<file path="config.mk">
export PLATFORM = sky130hd
export DESIGN_NAME = burst_addr_seq
export DESIGN_NICKNAME = d
export VERILOG_FILES = /design/src/rtl/burst_addr_seq.sv
export SDC_FILE = /design/constraint.sdc
export NUM_CORES = 1
export LEC_CHECK = 0
export BUFFER_PORTS_ARGS = -buffer_cell sky130_fd_sc_hd__buf_2
export CAP_MARGIN = 10
export CORE_UTILIZATION = 40
export DETAILED_ROUTE_END_ITERATION = 8
export PLACE_DENSITY = 0.8
export SYNTH_ARGS = -nofsm -noshare
export SYNTH_HDL_FRONTEND = slang
export SYNTH_SLANG_ARGS = --single-unit
</file>
<file path="constraint.sdc">
create_clock -name clk -period 0.9 [get_ports clk]
set_clock_uncertainty 0.05 [all_clocks]
set_input_delay 0.18 -clock clk [delete_from_list [all_inputs] [get_ports clk]]
set_output_delay 0.18 -clock clk [all_outputs]
set_load 0.05 [all_outputs]
</file>
<file path="src/rtl/burst_addr_seq.sv">
module burst_addr_seq #(
  parameter int ADDR_W = 19
) (
  input  logic              clk,
  input  logic              rst_n,
  input  logic [ADDR_W-1:0] addr_in,
  input  logic              proc_strobe_n,
  input  logic              ctrl_strobe_n,
  input  logic              sel_n,
  input  logic              adv_n,
  input  logic              interleave,
  output logic [ADDR_W-1:0] burst_addr
);
  localparam int HI_W = ADDR_W - 2;

  logic [ADDR_W-1:0] base_q;
  logic [1:0]        beat_q;
  logic              load;
  logic [1:0]        lo_lin, lo_ilv;

  assign load = !ctrl_strobe_n || (!proc_strobe_n && !sel_n);

  always_ff @(posedge clk or negedge rst_n) begin
    if (!rst_n) begin
      base_q <= '0;
      beat_q <= '0;
    end else if (load) begin
      base_q <= addr_in;
      beat_q <= '0;
    end else if (!adv_n) begin
      beat_q <= beat_q + 2'd1;
    end
  end

  assign lo_lin = base_q[1:0] + beat_q;
  assign lo_ilv = base_q[1:0] ^ beat_q;

  assign burst_addr = {base_q[ADDR_W-1 -: HI_W], interleave ? lo_ilv : lo_lin};
endmodule


</file>
### Word-level counts from Yosys, hierarchy flattened

Index checks and enable logic that the tools add are counted.

* reduce and logical (&&, ||, !) cells: 5
* muxes and demuxes: 3
* eq/ne operators: 1
* add/subtract/negate cells: 2
* bitwise operators: 1

Operator list (count)
* 2-to-1 mux 2 bit: 3
* zero test 1 bit: 3
* adder 2 x 1 -> 2 bit (second input constant): 1
* adder 2 bit: 1
* inequality test 2 x 1 -> 1 bit (second input constant): 1
* XOR 2 bit: 1
* logical AND 1 bit: 1
* logical OR 1 bit: 1

* register bits: 21
* input port bits: 26
* output and inout port bits: 19
* word-level logic and storage cells: 14

### Logic depth before layout (Yosys ltp)

* depth in word-level cells: 4
* gate-level depth with buffers: 3

### Worst setup path before layout

No wires, ideal clock.

* kind: register -> output
* start: reg base_q[0]
* end: out burst_addr[1]
* slack: -814 ps
* arrival time: 1484 ps
* stages on the path, launching flop included: 4
* data required time: 670 ps
* path through: dfrtp_1 > ha_1 > nor2b_1 > xnor2_1

* word-level cells in the longest chain between the ends: 2

RTL lines
* start: declaration: line 16 `logic [ADDR_W-1:0] base_q;`
* start signal: assignment: line 28 `base_q <= addr_in;`
* adder 2 bit: line 35 `assign lo_lin = base_q[1:0] + beat_q;`
* 2-to-1 mux 2 bit: line 38 `assign burst_addr = {base_q[ADDR_W-1 -: HI_W], interleave ? lo_ilv : lo_lin};`
* end: declaration: line 12 `output logic [ADDR_W-1:0] burst_addr`

No other way between the ends.

### Final worst setup path

* start: reg base_q[1]
* end: out burst_addr[1]

* word-level cells in the longest chain between the ends: 2
* elaborated cells on any way between the ends: 3

RTL lines (line)
* adder 2 bit or XOR 2 bit (tied branches): 35, 36
* 2-to-1 mux 2 bit (*): 38

Mark *: on every way between the ends. The rest lies on a longest branch, timed or not.

==> results by group <==
GRT
  – Gr usage total: 0.1642
  – Met2 Use GR: 0.3136
  – Global routing usage on met1: 0.1708
  – Total grt overflow: 0
  – Largest net degree at the start of global routing: 22
  – Vias in the first global route: 771
  – Gr busiest metal: met2
  – Initial antenna violation count: 0
  – First-pass GRT wire length: 3098 um
  – Met3 usage: 0.04167

Placement
  – Post-DP HPWL: 1294 um
  – Routability cong.: 0.6159
  – IO buf count: 44
  – Pre-CTS setup slack: -0.4192 ns

Finish
  – Final Util: 0.6604
  – Most frequent cells in the layout: buf_2, buf_6, dfrtp_1, mux2_4, buf_4
  – Layout area overhead: 53.75%
  – Nets: 139
  – Antenna cells: 0
  – Leading cell type in the layout, fill and taps excluded: buf_2
  – Fraction of layout cells with a size suffix above 1: 0.7748

STA
  – Final hold viol count: 0
  – Pins Over Slew Limit: 0
  – Part of the cycle the worst path needs: 1.705
  – Finish-stage setup viols: 28
  – Min Tclk post-route: 1.534 ns
  – Worst setup margin: -0.6344 ns
  – RSZ-0062 raised after global routing: true
  – Slew headroom: 0.6966
  – Max Freq: 651.7 MHz
  – Worst slew pin tran: 0.4551 ns

Outcome
  – Failing checks: negative setup slack
  – Status: complete, but fails checks

Clock network
  – Total CTS buffers: 3
  – Sink Count: 21
  – Worst-Skew Late Latency: 0.29 ns
  – Root Driver: clkbuf_4
  – Clk slew on worst S/H paths: 0.12 ns
  – H-tree depth: 1
  – Clock buffer depth: 2
  – CTS tree: done

Logic synthesis
  – Top cells by area, synth: dfrtp_1, mux2_2, buf_4, xnor2_1, buf_6
  – Mapped Area: 968.4 um^2
  – Synth Net Count: 97
  – Yosys cell types: 12
  – Yosys reg bits: 21
  – Yosys top cell area share: 0.5426
  – Sequential share of the synthesized area: 0.5426
  – Yosys warns: 0
  – Biggest area consumer among synthesized cells: dfrtp_1
  – Cells after Synth: 70
  – Syn Area/Cell: 13.83 um^2

Power and ir drop
  – Leak: 0.7523 nW
  – Pwr dens: 1712 mW/mm^2
  – Worst vdd ir: 0.0009927 V

Floorplanning
  – Die area: 0.002622 mm^2
  – I/O pin count: 45
  – # rows: 17
  – DIE WIDTH: 51.21 um
  – Core ar.: 0.002255 mm^2
  – Initial Util: 0.4295
  – Die height: 51.21 um

Run
  – Max_cap viols: 0

Worst setup path
  – Arrival time worst endpoint: 1.30 ns
  – Critical path peak fanout: 2
  – Startpoint types: register
  – Critical path class: register to output port
  – Req. time, crit path: 0.67 ns
  – CP Capture Type: output port

Routing
  – Drt drc: 0
  – First drt pass iteration count: 3
  – Via density: 4.568
  – Routed Antenna Nets: 0
  – Final wirelength: 1891 um
  – Vias post-DR: 635
  – Starting DRC count in detailed routing: 5
  – DR WL/cell: 13.60 um

Hold path
  – Hold Path Class: primary input to register
## repair_timing
item / 4_1_cts / 5_1_grt
pin swaps: 3 / 1
setup buffers: 8 / 2
setup endpoints to repair: 22 / 28
hold buffers: 1 / 0
resized for setup: 41 / 7
hold endpoints to repair: 21 / 0
## Yosys cell counts, drive strengths merged
library cell	n
ha	1
o21ai	1
buf	19
mux2	19
clkbuf	1
nor3	1
xnor2	3
nor2b	3
dfrtp	21
nor2	1
## registers in the layout (all words and copies together), names as in the netlist
| name | count |
|---|---|
| base_q | 19 |
| beat_q | 2 |
## metal layers
layer | up-vias | share of wire
li1 | 295 | -
met1 | 307 | 0.39
met2 | 33 | 0.54
met3 | 0 | 0.072
met4 | 0 | 0
met5 | - | 0
## worst paths after layout
kind                                  start       endpoint  slack (ns)  cells after the start
max in group asynchronous             rst_n     base_q[15]        0.18                      2
worst max register to register    beat_q[0]      beat_q[1]       -0.15                      4
worst min register to register   base_q[17]     base_q[17]        0.50                      1
worst max-delay path              base_q[1]  burst_addr[1]       -0.63                      4
min in group asynchronous             rst_n      base_q[1]        0.31                      2
worst min-delay path            addr_in[11]     base_q[11]        0.05                      2
## kinds of logic after synthesis
logic type	Yosys count	synth area share
AND/OR/NAND/NOR	5	0.02842
multiplexers	19	0.2209
buffers and inverters	20	0.1589
flip-flops	21	0.5426
AO/OA/AOI/OAI	1	0.009046
XOR/XNOR	3	0.02714
adder cells (fa/ha/maj)	1	0.01292
## power by group
group / internal, W / switching, W / total, W
Sequential: 0.00103 / 0.0000742 / 0.00111
Clock: 0.000165 / 0.000278 / 0.000444
Combinational: 0.000482 / 0.000515 / 0.000997
Total: 0.00168 / 0.000867 / 0.00255
## critical path, cell delays in order (launching register included)
cell,delay (ns)
dfrtp_1,0.41
xnor2_1,0.13
buf_4,0.15
xnor2_4,0.15
buf_6,0.17
## per-stage QoR
step	std cells	hold WS, ns	setup TNS, ns	total power, W	cell area, um^2
final	139	0.05092	-5.035	0.002549	1489
after global routing	139	0.02751	-6.216	0.002681	1489
after CTS	139	0.04235	-5.213	0.002541	1458
after detailed placement	128	0.1059	-6.074	0.001906	1244
after global placement	128	0.09312	-5.671	0.001885	1244
after floorplan	70	-0.1656	-2.169	0.001804	1082
## cell type report
cell class / instances / area, um^2
Timing Repair Buffer: 57 / 483.0
Multi-Input combinational cell: 29 / 417.9
Fill cell: 175 / 765.7
Tap cell: 28 / 35.03
Sequential cell: 21 / 525.5
Clock inverter: 1 / 5.005
Clock buffer: 3 / 22.52
Note: power is estimated with default switching activity, not from simulation.
